--- config.mk ---
export PLATFORM = sky130hd
export DESIGN_NAME = rst_cause_ctrl
export DESIGN_NICKNAME = d
export VERILOG_FILES = /design/src/rtl/rsc_pkg.sv /design/src/rtl/rsc_sync.sv /design/src/rtl/rsc_flash_chk.sv /design/src/rtl/rsc_stretch.sv /design/src/rtl/rst_cause_ctrl.sv
export SDC_FILE = /design/constraint.sdc
export NUM_CORES = 1
export LEC_CHECK = 0
export ABC_AREA = 1
export ABC_CLOCK_PERIOD_IN_PS = 1200
export BUFFER_PORTS_ARGS = -buffer_cell sky130_fd_sc_hd__buf_2
export CELL_PAD_IN_SITES_DETAIL_PLACEMENT = 1
export CELL_PAD_IN_SITES_GLOBAL_PLACEMENT = 1
export CORE_MARGIN = 4
export CORE_UTILIZATION = 22
export CTS_CLUSTER_SIZE = 28
export DETAILED_ROUTE_END_ITERATION = 8
export GPL_TIMING_DRIVEN = 0
export PLACE_DENSITY_LB_ADDON = 0.1
export SLEW_MARGIN = 20
export SYNTH_ARGS = -nofsm -noshare
export SYNTH_HDL_FRONTEND = slang
export SYNTH_SLANG_ARGS = --single-unit
--- constraint.sdc ---
create_clock -name clk -period 1.2 [get_ports clk]
set_input_delay 0.12 -clock clk [delete_from_list [all_inputs] [get_ports clk]]
set_output_delay 0.12 -clock clk [all_outputs]
set_load 0.1 [all_outputs]
--- src/rtl/rsc_pkg.sv ---
// Shared types and status bit positions for the reset cause collector.
// Assumes an 8-bit status register; bit positions are fixed software contract.
package rsc_pkg;
    typedef enum logic [1:0] {
        ACC_CODE_RD = 2'b00,
        ACC_FETCH   = 2'b01,
        ACC_PGM_WR  = 2'b10,
        ACC_OTHER   = 2'b11
    } acc_kind_e;

    localparam int REG_W    = 8;
    localparam int BIT_WDT  = 3;
    localparam int BIT_SW   = 4;
    localparam int BIT_CMP  = 5;
    localparam int BIT_FL   = 6;
endpackage

--- src/rtl/rsc_sync.sv ---
// Multi-stage synchronizer for one asynchronous level.
// Assumes the input is a slow level; RST_VAL is the idle (no request) value.
module rsc_sync #(
    parameter int   STAGES  = 2,
    parameter logic RST_VAL = 1'b1
) (
    input  logic clk,
    input  logic rst_n,
    input  logic d_async,
    output logic q_sync
);
    logic [STAGES-1:0] chain_q;

    // Shift the asynchronous level through the stage chain.
    always_ff @(posedge clk) begin
        if (!rst_n) chain_q <= {STAGES{RST_VAL}};
        else        chain_q <= {chain_q[STAGES-2:0], d_async};
    end

    assign q_sync = chain_q[STAGES-1];
endmodule

--- src/rtl/rsc_flash_chk.sv ---
// Classifies one flash access as legal or illegal.
// Assumes fl_valid qualifies all other access inputs in the same cycle.
module rsc_flash_chk
    import rsc_pkg::*;
#(
    parameter int              ADDR_W   = 16,
    parameter logic [ADDR_W-1:0] USER_TOP = 16'h3DFF
) (
    input  logic              fl_valid,
    input  logic [1:0]        fl_kind,
    input  logic [ADDR_W-1:0] fl_addr,
    input  logic              fl_wr_en,
    input  logic              fl_deny,
    output logic              fl_err
);
    logic above_top;
    logic range_err;

    assign above_top = fl_addr > USER_TOP;

    // Decide whether the access kind is out of range for this address.
    always_comb begin
        unique case (acc_kind_e'(fl_kind))
            ACC_CODE_RD: range_err = above_top;
            ACC_FETCH:   range_err = above_top;
            ACC_PGM_WR:  range_err = above_top && fl_wr_en;
            default:     range_err = 1'b0;
        endcase
    end

    assign fl_err = fl_valid && (fl_deny || range_err);
endmodule

--- src/rtl/rsc_stretch.sv ---
// Reset stretcher: holds the output low for CYCLES clocks after a trigger.
// Assumes a synchronous active-low power-on reset that also stretches.
module rsc_stretch #(
    parameter int CYCLES = 16
) (
    input  logic clk,
    input  logic rst_n,
    input  logic trig,
    output logic rst_out_n
);
    localparam int CW = (CYCLES > 2) ? $clog2(CYCLES) : 1;
    localparam logic [CW-1:0] LOAD = CW'(CYCLES - 1);

    logic [CW-1:0] cnt_q;
    logic          out_q;

    // Load on trigger, count down, release when the count is spent.
    always_ff @(posedge clk) begin
        if (!rst_n) begin
            cnt_q <= LOAD;
            out_q <= 1'b0;
        end else if (trig) begin
            cnt_q <= LOAD;
            out_q <= 1'b0;
        end else if (cnt_q != '0) begin
            cnt_q <= cnt_q - 1'b1;
            out_q <= 1'b0;
        end else begin
            out_q <= 1'b1;
        end
    end

    assign rst_out_n = out_q;


    trig_asserts_chk: assert property (@(posedge clk) disable iff (!rst_n)
        trig |=> !rst_out_n);

    release_holds_chk: assert property (@(posedge clk) disable iff (!rst_n)
        (rst_out_n && !trig) |=> rst_out_n);
endmodule

--- src/rtl/rst_cause_ctrl.sv ---
// Reset cause collector: merges comparator, watchdog, flash-error and
// software reset requests into one stretched system reset and records
// the causes of the latest reset in a status register kept until power-on.
// Assumes cmp_out is asynchronous; all other inputs are synchronous to clk.
module rst_cause_ctrl
    import rsc_pkg::*;
#(
    parameter int              ADDR_W   = 16,
    parameter logic [ADDR_W-1:0] USER_TOP = 16'h3DFF,
    parameter int              STRETCH  = 16,
    parameter int              SYNC_STG = 2
) (
    input  logic              clk,
    input  logic              por_rst_n,
    input  logic              reg_wr_en,
    input  logic [REG_W-1:0]  reg_wr_data,
    output logic [REG_W-1:0]  reg_rd_data,
    input  logic              cmp_out,
    input  logic              wdt_timeout,
    input  logic              fl_valid,
    input  logic [1:0]        fl_kind,
    input  logic [ADDR_W-1:0] fl_addr,
    input  logic              fl_wr_en,
    input  logic              fl_deny,
    output logic              sys_rst_n,
    output logic              pin_rst_n
);
    localparam int NSRC = 4;
    localparam int IDX_WDT = 0;
    localparam int IDX_SW  = 1;
    localparam int IDX_CMP = 2;
    localparam int IDX_FL  = 3;

    logic            cmp_sync;
    logic            fl_err;
    logic            arm_q;
    logic            pin_q;
    logic            wr_ok;
    logic [NSRC-1:0] trig_vec;
    logic [NSRC-1:0] cause_q;
    logic            any_trig;

    rsc_sync #(.STAGES(SYNC_STG), .RST_VAL(1'b1)) i_cmp_sync (
        .clk     (clk),
        .rst_n   (por_rst_n),
        .d_async (cmp_out),
        .q_sync  (cmp_sync)
    );

    rsc_flash_chk #(.ADDR_W(ADDR_W), .USER_TOP(USER_TOP)) i_flash_chk (
        .fl_valid (fl_valid),
        .fl_kind  (fl_kind),
        .fl_addr  (fl_addr),
        .fl_wr_en (fl_wr_en),
        .fl_deny  (fl_deny),
        .fl_err   (fl_err)
    );

    rsc_stretch #(.CYCLES(STRETCH)) i_stretch (
        .clk       (clk),
        .rst_n     (por_rst_n),
        .trig      (any_trig),
        .rst_out_n (sys_rst_n)
    );

    // Writes take effect only while the system is out of reset.
    assign wr_ok = reg_wr_en && sys_rst_n;

    // Gather the per-source requests of this cycle.
    always_comb begin
        trig_vec          = '0;
        trig_vec[IDX_WDT] = wdt_timeout;
        trig_vec[IDX_SW]  = wr_ok && reg_wr_data[BIT_SW];
        trig_vec[IDX_CMP] = arm_q && !cmp_sync;
        trig_vec[IDX_FL]  = fl_err;
    end

    assign any_trig = |trig_vec;

    // Comparator arm follows bit 5 of each accepted write.
    always_ff @(posedge clk) begin
        if (!por_rst_n)  arm_q <= 1'b0;
        else if (wr_ok)  arm_q <= reg_wr_data[BIT_CMP];
    end

    // Replace the recorded causes whenever a new reset starts.
    always_ff @(posedge clk) begin
        if (!por_rst_n)    cause_q <= '0;
        else if (any_trig) cause_q <= trig_vec;
    end

    // Reset pin drive follows power-on reset alone.
    always_ff @(posedge clk) begin
        if (!por_rst_n) pin_q <= 1'b0;
        else            pin_q <= 1'b1;
    end

    assign pin_rst_n = pin_q;

    // Place recorded causes at their fixed status positions.
    always_comb begin
        reg_rd_data          = '0;
        reg_rd_data[BIT_WDT] = cause_q[IDX_WDT];
        reg_rd_data[BIT_SW]  = cause_q[IDX_SW];
        reg_rd_data[BIT_CMP] = cause_q[IDX_CMP];
        reg_rd_data[BIT_FL]  = cause_q[IDX_FL];
    end


    multi_cause_chk: assert property (@(posedge clk) disable iff (!por_rst_n)
        (wdt_timeout && fl_err) |=> (reg_rd_data[BIT_WDT] && reg_rd_data[BIT_FL]));

    flash_flag_chk: assert property (@(posedge clk) disable iff (!por_rst_n)
        fl_err |=> (reg_rd_data[BIT_FL] && !sys_rst_n));

    status_hold_chk: assert property (@(posedge clk) disable iff (!por_rst_n)
        !any_trig |=> $stable(reg_rd_data));

    pin_untouched_chk: assert property (@(posedge clk) disable iff (!por_rst_n)
        any_trig |=> pin_rst_n);

    write_in_reset_chk: assert property (@(posedge clk) disable iff (!por_rst_n)
        (!sys_rst_n && reg_wr_en) |=> $stable(arm_q));
endmodule

Yosys cells after proc, flatten, opt, wreduce, memory -nomap -nowiden
Index checks and enable logic that the tools add are counted.
{ "word_totals": {"reg_bits": 13, "out_inout_bits": 10, "word_cells": 26} }
{ "classes": {"add_sub_neg": 1, "n_lt_le_gt_ge": 1, "n_eq_ne": 2, "n_mux": 3, "n_bitwise": 1, "reduce_logical": 12} }
{ "op_table": {"columns": ["op", "count"], "rows": [
  ["16-bit by 14-bit greater-than comparator with 1-bit output, second input constant", 1],
  ["1-bit logical AND", 5],
  ["5-bit OR reduction", 1],
  ["4-bit nonzero test", 1],
  ["4-bit OR reduction", 1],
  ["4-bit by 1-bit subtractor with 4-bit output, second input constant", 1],
  ["2-bit by 1-bit equality test with 1-bit output, second input constant", 1],
  ["2-bit equality test, second input constant", 1],
  ["2-bit logical NOT", 1],
  ["1-bit two-way mux", 2],
  ["1-bit one-hot mux with 2 select lines", 1],
  ["2-bit OR reduction", 1],
  ["1-bit logical NOT", 1],
  ["1-bit logical OR", 1],
  ["1-bit NOT", 1]
]} }

Longest topological paths before layout
{ "logic_depth": {"ltp_word": 6, "ltp_mapped": 7, "mapped_depth_nobuf": 7} }

By module
From an unflattened synthesis, not the netlist that was laid out.
{ "hier_totals": {"hier_cells": 78, "area_unflattened_um2": 590.6} }
{ "modules_own_cells": {"columns": ["mod", "n_inst", "cells_each", "area_per_inst_um2", "seq_area_each_um2"], "rows": [
  ["rst_cause_ctrl", 1, 31, 262.8, 120.1],
  ["rsc_stretch", 1, 31, 226.5, 100.1],
  ["rsc_sync", 1, 6, 55.1, 40.0],
  ["rsc_flash_chk", 1, 10, 46.3, 0.0]
]} }

Worst setup path before layout
No wires, ideal clock.
{ "synth_path": {"kind": "register to register", "startpoint": "register i_stretch.out_q, in the netlist i_stretch.rst_out_n", "endpoint": "register cause_q[3]", "setup_time_ns": 0.124, "arrival_ns": 1.558, "t_required_ns": 1.076, "slack_ns": -0.482, "path_stages_with_launch": 6, "path_buffers": 0, "synth_period_minus_slack_ns": 1.682, "path_cell_list": "dfxtp_1 > nand2_1 > nor2_1 > nor4_4 > nand2_1 > o21ai_0"} }
{ "synth_via": {"elab_chain_cells": 3} }
{ "synth_rtl": {"columns": ["item", "line", "rtl"], "rows": [
  ["from (decl)", "rsc_stretch.sv:15", "logic out_q;"],
  ["from (signal assigned)", "rsc_stretch.sv:21", "out_q <= 1'b0;"],
  ["from (signal assigned)", "rsc_stretch.sv:24", "out_q <= 1'b0;"],
  ["from (signal assigned)", "rsc_stretch.sv:27", "out_q <= 1'b0;"],
  ["1-bit logical AND", "rst_cause_ctrl.sv:67", "assign wr_ok = reg_wr_en && sys_rst_n;"],
  ["1-bit logical AND", "rst_cause_ctrl.sv:73", "trig_vec[IDX_SW] = wr_ok && reg_wr_data[BIT_SW];"],
  ["4-bit OR reduction", "rst_cause_ctrl.sv:78", "assign any_trig = |trig_vec;"],
  ["to (signal assigned)", "rst_cause_ctrl.sv:89", "else if (any_trig) cause_q <= trig_vec;"],
  ["to (decl)", "rst_cause_ctrl.sv:40", "logic [NSRC-1:0] cause_q;"]
]} }
No other way between the ends.
A chain may end at the register's enable or synchronous reset.

Final worst setup path
{ "layout_path": {"startpoint": "register cause_q[2]", "endpoint": "output reg_rd_data[5]"} }
{ "layout_rtl": {"columns": ["item", "line", "rtl"], "rows": [
  ["to (decl)", "rst_cause_ctrl.sv:17", "output logic [REG_W-1:0] reg_rd_data,"]
]} }
No word-level cell between the ends.

==> results <==
- The remaining antenna violation count is 0.
- Timing would allow up to 874 MHz.
- The netlist area before placement is 562 um2.
- The maximum VDD drop is 0.556 mV.
- In the synthesized netlist the dominant register cell turns out to be sky130_fd_sc_hd__dfxtp_1.
- On the critical path the largest part of the delay comes from buffers and inverters.
- The switching part of the total power is 31.8%.
- TritonCTS built the clock tree.
- The die is 58.5 um tall.
- The delay contributed by the slowest stage of the critical path is 0.42 ns.
- The number of hold violations in the final report came to 0.
- The class of the tightest hold or removal check is in2reg.
- 44 I/O pins were placed.
- The via density per instance is 4.07.
- Yosys instantiated no cell more often than sky130_fd_sc_hd__nand2_1.
- The internal power of the cells is 0.000631 W.
- The pre-antenna-repair detailed-routing pass consisted of 3 iterations.
- Entering global routing, the biggest net connects 10 pins.
- The final standard cell count with taps included and fillers excluded is 140.
- The critical path is of the reg2out type.
- The maximum fanout count along the critical path is 2.
- In this run the biggest area consumer among cell types represents 46.3% of the synthesized area.
- The number of vias after detailed routing is 570.
- Of the synthesized area, sequential elements account for 46.3%.
- The worst register-to-register path has a setup slack of 0.08 ns.
- At the end of routability-driven placement, the weighted congestion stood at 0.612.
- Dividing the detail-routed wire length by the instance count gives 10.5 um.
- CTS built an H-tree with a depth of 1.
- The area growth from synthesis to layout is 51.4%.
- The number of cells after detailed placement is 131.
- The HPWL after detailed placement is 1.12 mm.
- The highest-delay cell along the critical path is sky130_fd_sc_hd__buf_2.
- The die covers 3430 um2.
- The mean area per synthesized cell is 7.59 um2.
- Max-cap violations in this run came to 0.
- The worst endpoint data arrival time is 1.02 ns.
- Yosys mapped the design onto 15 distinct sky130hd cell types.
- The largest clock skew in the final design is 0.00236 ns.
- The proportion of power drawn by the clock network is 29.0%.
- Adding up every negative setup slack in the final design gives 0 ns.
- The global-route usage over all layers is 9.51%.
- Clock tree synthesis selected as its root buffer the cell sky130_fd_sc_hd__clkbuf_4.
- The via count of the first global-routing pass is 551.
- Dividing total power by cell area gives a power density of 1090 nW/um2.
- The sequential cells in the finished layout cover a total of 270 um2.
- The post-synthesis cell type with the largest combined area is sky130_fd_sc_hd__dfxtp_1.
- The initial antenna violation count is 0.
- The commonest cells after synthesis are sky130_fd_sc_hd__nand2_1, sky130_fd_sc_hd__dfxtp_1, sky130_fd_sc_hd__inv_1.
- For this design, the sink count on the clock tree is 13.
- The number of antenna repair diodes is 0.
- In this run the horizontal extent of the chip is 58.5 um.
- The signal on the critical path passes through buf_2.
- Fill cells in the final layout number 318.
- The element type at the critical path start is a register.
- The total routed wirelength is 1.46 mm.
- Power comes to 0.000926 W.
- The total area inside the core boundary comes to 2450 um2.
- For this design the static power due to leakage is 0.437 nW.
- The starting density of the core is 22.9%.
- The first global-routing pass estimated 2.41 mm of wire.
- The pre-CTS setup slack is -0.160 ns.
- The number of buffers and inverters on the critical path is 1.
- Of the total power, registers draw 48.3%.
- The number of nets in the finished design is 146.
- After clock tree synthesis, the flow added hold-fix buffers numbering 0.
- Final hold analysis gives a worst-case slack of 0.0338 ns.
- The net switching component of the power is 0.000295 W.
- The final critical-path setup slack is 0.0554 ns.
- The startpoint identified for the worst hold timing path is cmp_out.
- The sort of element at the end of the critical path is an output port.
- The launching point of the worst reg2reg path is i_stretch.cnt_q[1].
- The clock tree buffer depth is 2.
- After the first detailed-routing iteration, the DRC count stood at 5.
- The combinational group share of total power is 22.7%.
- The data required time of the worst path is 1.08 ns.
- In the synthesized netlist the async set-or-reset flop fraction comes to 0%.
- The final cycle utilization of the critical path is 95.4%.
- The number of slew-limit violations in the final report is 0.
- In the post-synthesis netlist, the biggest area contributors are sky130_fd_sc_hd__dfxtp_1, sky130_fd_sc_hd__nand2_1, sky130_fd_sc_hd__nand3_1.
- The total number of placement rows is 18.
- The start point of the critical path is cause_q[2].
- The run finished with clean final reports.
- The total area of multi-input combinational cells is 279 um2.
- The minimum clock period after layout is 1.14 ns.
- The number of clock buffers inserted by TritonCTS is 3.
- Synthesis produced 74 cells.
- The count of endpoints failing setup in the final report is 0.
- After clock tree synthesis, the clock-pin slew on the worst setup and hold paths is 0.08 ns.
- The post-route netlist has 50.0% of its cells at a drive strength greater than 1.
- The total DRC errors in the routed layout is 0.
- The post-synthesis register bit count is 13.
- The number of synthesis warnings is 0.
- For the worst-skew pair, the clock arrives at the later sink with an insertion delay of 0.27 ns.
- During placement, the flow inserted port buffers numbering 24.
- The number of synthesized flops with an enable pin is 0.
- The overall overflow remaining after global route is 0.
## flip-flops by register name (all words and copies together), names as in the netlist
register	count
cause_q	4
i_stretch.cnt_q	4
i_cmp_sync.chain_q	2
arm_q	1
i_stretch.rst_out_n	1
pin_rst_n	1
## cells by family after synthesis
kind of cell,after synthesis,share of synthesized area [%]
buffers and inverters,15,12.7
and+or+nand+nor,37,31.8
other,1,0.668
AOI/OAI and AO/OA,7,6.24
adders and majority gates,1,2.23
DFF,13,46.3
## power groups by stage
| stage | sequential, W | combinational (W) | clock (W) |
|---|---|---|---|
| floorplan | 0.000506 | 0.0000983 | 0 |
| global placement | 0.000456 | 0.000193 | 0 |
| detailed placement | 0.000456 | 0.000195 | 0 |
| CTS | 0.000446 | 0.000203 | 0.000289 |
| global route | 0.000449 | 0.000226 | 0.000312 |
| finish | 0.000447 | 0.000210 | 0.000268 |
## layer usage
layer / vias to the layer above / global-route usage (%) / routed length (um)
li1: 300 / - / -
met1: 257 / 10.5 / 573
met2: 9 / 16.4 / 816
met3: 4 / 1.97 / 46
met4: 0 / 5.96 / 27
met5: - / 0 / 0
## what timing repair did
item,4_1_cts,5_1_grt
gates cloned,1,0
setup buffers,1,3
pin swaps,1,4
resized for setup,6,12
setup endpoints to repair,8,9
## layout by cell type, fill, tap and decap left out, types with 3 or more instances in the layout
master and count:
sky130_fd_sc_hd__nand2_1 14, sky130_fd_sc_hd__nor2_1 4, sky130_fd_sc_hd__a21oi_1 3, sky130_fd_sc_hd__inv_1 7, sky130_fd_sc_hd__dfxtp_2 5, sky130_fd_sc_hd__conb_1 4
sky130_fd_sc_hd__buf_4 8, sky130_fd_sc_hd__buf_2 22, sky130_fd_sc_hd__o21ai_0 4, sky130_fd_sc_hd__nand3_1 9, sky130_fd_sc_hd__dfxtp_1 7, sky130_fd_sc_hd__inv_2 4
sky130_fd_sc_hd__clkbuf_4 5
## area by class of cell
| cell class | count | share of cell area (%) |
|---|---|---|
| Tap cell | 30 | 4.41 |
| Multi-Input combinational cell | 49 | 32.8 |
| Sequential cell | 13 | 31.8 |
| Inverter | 11 | 4.85 |
| Clock buffer | 4 | 3.09 |
| Buffer | 4 | 3.53 |
| Timing Repair Buffer | 29 | 19.6 |
## through the flow
step / cell area, um2 / utilization (%)
2_1_floorplan: 581 / -
5_1_grt: 851 / 34.7
3_3_place_gp: 738 / 30.1
3_5_place_dp: 738 / 30.1
6_report: 851 / 34.7
4_1_cts: 798 / 32.5
## path summary, 6_finish.rpt
path,cells past startpoint,endpoint
min,2,i_cmp_sync.chain_q[0]
max,1,reg_rd_data[5]
max reg2reg,7,i_stretch.cnt_q[0]
min reg2reg,1,i_cmp_sync.chain_q[1]
No activity file was read; power rests on OpenSTA's default activity.
